$ cat config.mk
export PLATFORM = sky130hd
export DESIGN_NAME = lps_sequencer
export DESIGN_NICKNAME = d
export VERILOG_FILES = /design/src/rtl/lps_pkg.sv /design/src/rtl/lps_fsm.sv /design/src/rtl/lps_irq_hold.sv /design/src/rtl/lps_gap_check.sv /design/src/rtl/lps_sequencer.sv
export SDC_FILE = /design/constraint.sdc
export NUM_CORES = 1
export LEC_CHECK = 0
export BUFFER_PORTS_ARGS = -buffer_cell sky130_fd_sc_hd__buf_2
export CORE_ASPECT_RATIO = 2
export CORE_MARGIN = 3
export CORE_UTILIZATION = 30
export CTS_CLUSTER_DIAMETER = 150
export DETAILED_ROUTE_END_ITERATION = 16
export HOLD_SLACK_MARGIN = 0.15
export PLACE_DENSITY = 0.55
export SYNTH_ARGS = -nofsm -noshare
export SYNTH_HDL_FRONTEND = slang
export SYNTH_SLANG_ARGS = --single-unit
$ cat constraint.sdc
create_clock -name clk -period 2.4 [get_ports clk]
set_input_delay 0.12 -clock clk [delete_from_list [all_inputs] [get_ports clk]]
set_output_delay 0.12 -clock clk [all_outputs]
set_load 0.02 [all_outputs]
$ cat src/rtl/lps_pkg.sv
package lps_pkg;
   typedef enum logic [2:0] {
      ST_NORMAL = 3'd0,
      ST_STPGNT = 3'd1,
      ST_SNOOP  = 3'd2,
      ST_SLEEP  = 3'd3,
      ST_DEEP   = 3'd4
   } lps_state_e;
endpackage

$ cat src/rtl/lps_fsm.sv
module lps_fsm
   import lps_pkg::*;
(
   input  logic       clk,
   input  logic       rst_n,
   input  logic       stop_clk_n,
   input  logic       sleep_n,
   input  logic       deep_n,
   input  logic       snoop_req,
   output lps_state_e state_o,
   output lps_state_e state_nxt_o,
   output logic       wake_o,
   output logic       sleep_exit_o
);
   lps_state_e state_q, nxt;

   always_comb begin
      nxt = state_q;
      case (state_q)
         ST_NORMAL: if (!stop_clk_n) nxt = ST_STPGNT;
         ST_STPGNT: begin
            if (!sleep_n)         nxt = ST_SLEEP;
            else if (stop_clk_n)  nxt = ST_NORMAL;
            else if (snoop_req)   nxt = ST_SNOOP;
         end
         ST_SNOOP:  if (!snoop_req) nxt = ST_STPGNT;
         ST_SLEEP: begin
            if (!deep_n)          nxt = ST_DEEP;
            else if (sleep_n)     nxt = ST_STPGNT;
         end
         ST_DEEP:   if (deep_n) nxt = ST_SLEEP;
         default:   nxt = ST_NORMAL;
      endcase
   end

   always_ff @(posedge clk or negedge rst_n) begin
      if (!rst_n) state_q <= ST_NORMAL;
      else        state_q <= nxt;
   end

   assign state_o      = state_q;
   assign state_nxt_o  = nxt;
   assign wake_o       = (state_q == ST_STPGNT) && (nxt == ST_NORMAL);
   assign sleep_exit_o = (state_q == ST_SLEEP) && (nxt == ST_STPGNT);

   AST_STATE_LEGAL: assert property (@(posedge clk) disable iff (!rst_n)
      state_q inside {ST_NORMAL, ST_STPGNT, ST_SNOOP, ST_SLEEP, ST_DEEP});
   AST_SLEEP_ENTRY: assert property (@(posedge clk) disable iff (!rst_n)
      (state_q == ST_SLEEP) |-> ($past(state_q) inside {ST_STPGNT, ST_SLEEP, ST_DEEP}));
   AST_DEEP_ENTRY: assert property (@(posedge clk) disable iff (!rst_n)
      (state_q == ST_DEEP) |-> ($past(state_q) inside {ST_SLEEP, ST_DEEP}));
   AST_DEEP_HOLD: assert property (@(posedge clk) disable iff (!rst_n)
      (state_q == ST_DEEP && !deep_n) |=> (state_q == ST_DEEP));
   AST_SNOOP_ENTRY: assert property (@(posedge clk) disable iff (!rst_n)
      (state_q == ST_SNOOP) |-> ($past(state_q) inside {ST_STPGNT, ST_SNOOP}));
endmodule

$ cat src/rtl/lps_irq_hold.sv
module lps_irq_hold
   import lps_pkg::*;
#(
   parameter int N_IRQ = 4
) (
   input  logic             clk,
   input  logic             rst_n,
   input  lps_state_e       state_i,
   input  lps_state_e       state_nxt_i,
   input  logic [N_IRQ-1:0] evt_i,
   output logic [N_IRQ-1:0] pend_o,
   output logic [N_IRQ-1:0] serv_o
);
   logic heard, release_now;

   assign heard       = state_i inside {ST_NORMAL, ST_STPGNT, ST_SNOOP};
   assign release_now = (state_nxt_i == ST_NORMAL);

   for (genvar i = 0; i < N_IRQ; i++) begin : g_line
      logic pend_b, serv_b;
      always_ff @(posedge clk or negedge rst_n) begin
         if (!rst_n) begin
            pend_b <= 1'b0;
            serv_b <= 1'b0;
         end else if (release_now) begin
            serv_b <= pend_b | (heard & evt_i[i]);
            pend_b <= 1'b0;
         end else begin
            serv_b <= 1'b0;
            if (heard) pend_b <= pend_b | evt_i[i];
         end
      end
      assign pend_o[i] = pend_b;
      assign serv_o[i] = serv_b;
   end

   AST_SERV_IN_NORMAL: assert property (@(posedge clk) disable iff (!rst_n)
      (|serv_o) |-> (state_i == ST_NORMAL));
   AST_PEND_EMPTY_NORMAL: assert property (@(posedge clk) disable iff (!rst_n)
      (state_i == ST_NORMAL) |-> (pend_o == '0));
   AST_STOPPED_DROP: assert property (@(posedge clk) disable iff (!rst_n)
      (state_i inside {ST_SLEEP, ST_DEEP}) |=> $stable(pend_o));
endmodule

$ cat src/rtl/lps_gap_check.sv
module lps_gap_check #(
   parameter int MIN_GAP = 10,
   localparam int CW     = $clog2(MIN_GAP + 1)
) (
   input  logic clk,
   input  logic rst_n,
   input  logic arm_i,
   input  logic wake_i,
   output logic err_o
);
   logic [CW-1:0] cnt_q;
   logic          armed_q, err_q;
   logic          short_gap;

   assign short_gap = armed_q && (cnt_q < CW'(MIN_GAP));

   always_ff @(posedge clk or negedge rst_n) begin
      if (!rst_n) begin
         cnt_q   <= '0;
         armed_q <= 1'b0;
         err_q   <= 1'b0;
      end else begin
         if (arm_i) begin
            cnt_q   <= CW'(1);
            armed_q <= 1'b1;
         end else if (short_gap) begin
            cnt_q   <= cnt_q + CW'(1);
         end
         if (wake_i) begin
            armed_q <= 1'b0;
            if (short_gap) err_q <= 1'b1;
         end
      end
   end

   assign err_o = err_q;

   AST_ERR_STICKY: assert property (@(posedge clk) disable iff (!rst_n)
      err_q |=> err_q);
   AST_ERR_ON_WAKE: assert property (@(posedge clk) disable iff (!rst_n)
      $rose(err_q) |-> $past(wake_i));
endmodule

$ cat src/rtl/lps_sequencer.sv
module lps_sequencer
   import lps_pkg::*;
#(
   parameter int N_IRQ   = 4,
   parameter int MIN_GAP = 10
) (
   input  logic             clk,
   input  logic             rst_n,
   input  logic             stop_clk_n,
   input  logic             sleep_n,
   input  logic             deep_n,
   input  logic             snoop_req,
   input  logic [N_IRQ-1:0] irq_evt,
   output logic [2:0]       state_o,
   output logic             core_clk_en,
   output logic             unit_clk_en,
   output logic             snoop_busy,
   output logic             brk_allow,
   output logic [N_IRQ-1:0] irq_serv,
   output logic             gap_err
);
   if (N_IRQ < 1) begin : g_bad_irq
      $error("N_IRQ must be at least 1");
   end
   if (MIN_GAP < 1) begin : g_bad_gap
      $error("MIN_GAP must be at least 1");
   end

   lps_state_e       st, st_nxt;
   logic             wake, sleep_exit;
   logic [N_IRQ-1:0] pend;

   lps_fsm u_fsm (
      .clk          (clk),
      .rst_n        (rst_n),
      .stop_clk_n   (stop_clk_n),
      .sleep_n      (sleep_n),
      .deep_n       (deep_n),
      .snoop_req    (snoop_req),
      .state_o      (st),
      .state_nxt_o  (st_nxt),
      .wake_o       (wake),
      .sleep_exit_o (sleep_exit)
   );

   lps_irq_hold #(.N_IRQ(N_IRQ)) u_irq (
      .clk         (clk),
      .rst_n       (rst_n),
      .state_i     (st),
      .state_nxt_i (st_nxt),
      .evt_i       (irq_evt),
      .pend_o      (pend),
      .serv_o      (irq_serv)
   );

   lps_gap_check #(.MIN_GAP(MIN_GAP)) u_gap (
      .clk    (clk),
      .rst_n  (rst_n),
      .arm_i  (sleep_exit),
      .wake_i (wake),
      .err_o  (gap_err)
   );

   assign state_o     = st;
   assign core_clk_en = (st == ST_NORMAL);
   assign unit_clk_en = !(st inside {ST_SLEEP, ST_DEEP});
   assign snoop_busy  = (st == ST_SNOOP);
   assign brk_allow   = (st inside {ST_STPGNT, ST_SNOOP});

   AST_NO_PEND_WHILE_RUN: assert property (@(posedge clk) disable iff (!rst_n)
      core_clk_en |-> (pend == '0));
   AST_UNITS_OFF_NO_SERV: assert property (@(posedge clk) disable iff (!rst_n)
      !unit_clk_en |-> (irq_serv == '0));
endmodule

# After elaboration in Yosys (flattened, before gate mapping)

Cells that the tools add are included.

Register bits: 17
Word-level logic and storage cells: 69

Bitwise gates (word level): 12
$add $sub $neg: 1
Eq/ne operators: 5
Reduce and logical (&&, ||, !) cells: 13
Muxes and demuxes: 25
$lt $le $gt $ge: 1

Operators with widths:

| kind                                                                  | number |
|---|---|
| 3-bit two-way mux                                                     | 8 |
| 3-bit case mux with 5 select lines                                    | 1 |
| 1-bit two-way mux                                                     | 14 |
| 2-bit nonzero test                                                    | 5 |
| 4-bit two-way mux                                                     | 2 |
| 1-bit bitwise OR                                                      | 8 |
| 3-bit by 1-bit equality test with 1-bit output, second input constant | 2 |
| 3-bit by 2-bit equality test with 1-bit output, second input constant | 2 |
| 3-bit zero test                                                       | 2 |
| 4-bit by 1-bit adder with 4-bit output, second input constant         | 1 |
| 1-bit bitwise AND                                                     | 4 |
| 4-bit < comparator, second input constant                             | 1 |
| 3-bit equality test, second input constant                            | 1 |
| 1-bit logical AND                                                     | 3 |
| 3-bit nonzero test                                                    | 1 |
| 2-bit AND reduction                                                   | 1 |
| 1-bit zero test                                                       | 1 |

# Longest topological paths before layout

Depth in word-level cells: 8
Depth in mapped cells: 6
Mapped depth without buffers: 4

# Cells and area by module

From an unflattened synthesis, not the netlist that was laid out.

Cell total of the unflattened synthesis: 87
Area total of the unflattened synthesis: 845.8 µm²

By module, submodules not included:

| module        | cells each | area an instance (µm²) | instances |
|---|---|---|---|
| lps_irq_hold  | 31         | 331.6                  | 1 |
| lps_gap_check | 26         | 266.5                  | 1 |
| lps_fsm       | 23         | 205.2                  | 1 |
| lps_sequencer | 7          | 42.5                   | 1 |

# Worst setup path after synthesis

No wires, ideal clock.

Path kind: register -> register
Start: reg u_fsm.state_q[1], in the netlist u_fsm.state_o[1]
End: reg u_gap.err_q, in the netlist u_gap.err_o
Cell stages (with the launch flop): 7
Slack: 843 ps
Arrival time: 1437 ps
Data required time: 2280 ps
Library setup time: 120 ps
Buffers on the path: 2
Path through: dfrtp_1 -> buf_6 -> nor3b_2 -> o21ai_1 -> and3_1 -> buf_4 -> a41o_1

Longest elaborated chain between the ends: 7
Elaborated cells between the ends (all ways): 17
Those cells by class: 4 x eq/ne; 9 x mux; 4 x reduce/logical

RTL lines:

| item                                   | line                | RTL |
|---|---|---|
| from (decl)                            | lps_fsm.sv:15       | `lps_state_e state_q, nxt;` |
| from (signal assigned)                 | lps_fsm.sv:38       | `else state_q <= nxt;` |
| 3-bit two-way mux                      | lps_fsm.sv:24       | `else if (snoop_req) nxt = ST_SNOOP;` |
| 3-bit two-way mux                      | lps_fsm.sv:23       | `else if (stop_clk_n) nxt = ST_NORMAL;` |
| 3-bit two-way mux                      | lps_fsm.sv:22       | `if (!sleep_n) nxt = ST_SLEEP;` |
| 3-bit case mux with 5 select lines     | lps_fsm.sv:19       | `case (state_q)` |
| 3-bit zero test                        | lps_fsm.sv:43       | `assign wake_o = (state_q == ST_STPGNT) && (nxt == ST_NORMAL);` |
| 1-bit logical AND *                    | lps_fsm.sv:43       |  |
| 2-bit AND reduction (no source line) * | n/a                 |  |
| to (signal assigned)                   | lps_gap_check.sv:21 | `err_q <= 1'b0;` |
| to (signal assigned)                   | lps_gap_check.sv:31 | `if (short_gap) err_q <= 1'b1;` |
| to (decl)                              | lps_gap_check.sv:12 | `logic armed_q, err_q;` |

Every way passes the cells marked *; elsewhere a longest branch is shown, timed or not.
A chain may end at the register's enable or synchronous reset.

# Final worst setup path

Ends and elaborated chain as after synthesis.

==> flow_summary.yaml <==
worst_setup_path:
  endpoint_kind: "flip-flop"
  slowest_stage: "dfrtp_1"
  slowest_delay_ns: 0.52
  crit_path_cell_trace: "nor4bb_1 > a211oi_2 > and3_1 > a41o_1"
  required_ns: 2.54
  crit_arrival_ns: 1.70
  cp_num_buf_inv: 0
  critPathLaunchType: "flip-flop"
  cp_top_family: "simple AND/OR/NAND/NOR gates"
  critPathKind: "flip-flop to flip-flop"
  crit_path_max_fanout: 13
sta:
  fmax_ghz: 0.639
  setup-violations-final: 0
  clock_skew_ns: 0.000542
  report.final.hold_viol_count: 0
  tightestPinTransition_ns: 0.460
  fin_crit_sh: 0.652
  rsz0062_at_grt: "no"
  max_slew_margin: 0.690
  layout_min_cycle_time_ns: 1.56
  hold_ws_ns: 0.161
  drv_slew: 0
  final.setup.tns_ns: 0
  fin_ws_ns: 0.836
power_and_ir_drop:
  power_switching_uw: 614
  internal_power_uw: 790
  pwr-share-clk: 0.150
  power_frac_seq: 0.385
  p_comb_frac: 0.465
  p_leak_nw: 0.480
  vdd_drop_max_mv: 0.690
  switching_share: 0.437
  p_per_area_mw_per_mm2: 1410
clock_network:
  cts_setup_buffers: 0
  worstSkewPairLatency_ns: 0.25
  cts_max_path_buffers: 2
  holdBufCountCts: 2
  cts_sinks: 17
  cts_made_buffers: 3
  clk_pin_slew_worst_paths_ns: 0.06
  cts_tree: "yes"
  cts_resized: 0
  root_buffer: "clkbuf_8"
  cts_htree_levels: 1
yosys:
  synth_most_common_cell: "dfrtp_1"
  synthCells: 87
  synth-seq-cells: 17
  netlist_area_um2: 853
  synth_area_leaders: "dfrtp_1 50%, a21oi_1 7.0%, buf_4 6.2%"
  synth.largest_area_cell: "dfrtp_1"
  avgSynthCellArea_um2: 9.81
  synth_top_area_frac: 0.499
  syn-num-nets: 98
  synth-async-reset-ratio: 1.00
  yosysUniqueCellTypes: 27
  synth-main-ff-cell: "dfrtp_1"
  yosys-top-cells-count: "17 x dfrtp_1, 12 x a21oi_1, 9 x nor2_1"
  synth_edf_count: 0
  yosysWarnings: 0
  synth_seq_area_share: 0.499
finish:
  antennaDiodeCount: 0
  fin_util: 0.378
  stdcell_area_um2: 996
  syn_to_final_growth_pct: 16.7
  drive_gt1_frac: 0.255
  nets: 118
  multiInputGateArea_um2: 360
  seq_area_um2: 425
  fillers: 281
placement:
  dpl_cell_area_um2: 930
  place.gp.congestion: 0.718
  dp_slack_ns: 0.847
  port_buffers: 21
  hpwlAfterDp_mm: 1.32
drt:
  wl_per_cell_um: 12.5
  via_count: 669
  drc: 0
  drtIter0Drc: 6
  antenna_left: 0
  via_per_inst: 4.99
  first_pass_iters: 3
  routed_wl_mm: 1.67
floorplanning:
  die_area_mm2: 0.00356
  start_util: 0.324
  die_w_um: 43.7
  pin_count: 22
  core_area_mm2: 0.00264
  rows: 26
  die_height_um: 81.4
global_route:
  grt_max_degree: 18
  antenna_found_initial: 0
  grt_usage: 0.115
  overflow: 0
  first_global_vias: 687
  grt_pass1_wl_mm: 3.08
run_status:
  status: "complete, no violations"
flow_run:
  drv_cap: 0
worst_hold_path:
  hp-class: "input pin to flip-flop"
[metal layers]
metal,vias up,global-route usage,part of all wire
li1,339,-,-
met1,306,0.134,0.42
met2,20,0.193,0.51
met3,4,0.0132,0.047
met4,0,0.0725,0.028
met5,-,0,0
[logic make-up (layout without fill, tap and decap cells)]
group | after synthesis | after routing | share of synthesized area
AOI/OAI and AO/OA | 20 | 20 | 0.136
and+or+nand+nor | 36 | 36 | 0.229
muxes | 1 | 1 | 0.0117
buffers and inverters | 9 | 28 | 0.0792
adders and majority gates | 1 | 1 | 0.0147
xor gates and xnor gates | 3 | 3 | 0.0308
DFF | 17 | 17 | 0.499
[area by class of cell]
type,instances,share of cell area
Clock inverter,1,0.00503
Clock buffer,3,0.0415
Tap cell,28,0.0352
Inverter,1,0.00377
Multi-Input combinational cell,61,0.362
Sequential cell,17,0.427
Timing Repair Buffer,23,0.126
[cells in the final DEF, fill, tap and decap left out, types with 3 or more instances in the layout]
cell	count
nor2_1	9
a21oi_1	12
o21ai_0	4
nor3_1	5
buf_2	21
nand3_1	5
clkbuf_8	3
nand2_1	6
dfrtp_1	17
[through the flow]
stage,instances,power (mW)
after floorplan,87,1.09
after global placement,128,1.19
after detailed placement,128,1.20
after CTS,134,1.42
after global routing,134,1.55
final,134,1.40
[worst paths after layout]
check / startpoint / endpoint / slack (ns) / depth (start not counted)
min in group asynchronous: rst_n / u_fsm.state_o[0] / 0.31 / 2
max in group asynchronous: rst_n / u_gap.cnt_q[3] / 1.82 / 2
min: irq_evt[3] / u_irq.g_line[3].pend_b / 0.16 / 3
min reg2reg: u_gap.err_o / u_gap.err_o / 0.50 / 1
max reg2reg: u_fsm.state_o[1] / u_gap.err_o / 0.84 / 4
max: u_fsm.state_o[1] / u_gap.err_o / 0.84 / 4
[flip-flops by register name (all words and copies together) (netlist names)]
name,cells
u_irq.g_line.pend_b,4
u_irq.g_line.serv_b,4
u_gap.armed_q,1
u_gap.cnt_q,4
u_gap.err_o,1
u_fsm.state_o,3
[power by group through the flow]
stage / clock, mW / sequential, mW / combinational (mW)
final: 0.210 / 0.541 / 0.653
after global routing: 0.232 / 0.570 / 0.744
after CTS: 0.216 / 0.542 / 0.665
after detailed placement: 0 / 0.548 / 0.656
after global placement: 0 / 0.541 / 0.652
after floorplan: 0 / 0.521 / 0.566
[worst register-to-register path, delay by kind of cell, from the launching register on]
family	cells	cell delay, ns
and+or+nand+nor	2	0.62
DFF	1	0.52
AOI/OAI and AO/OA	2	0.32
Power figures use the tool's default switching activity.
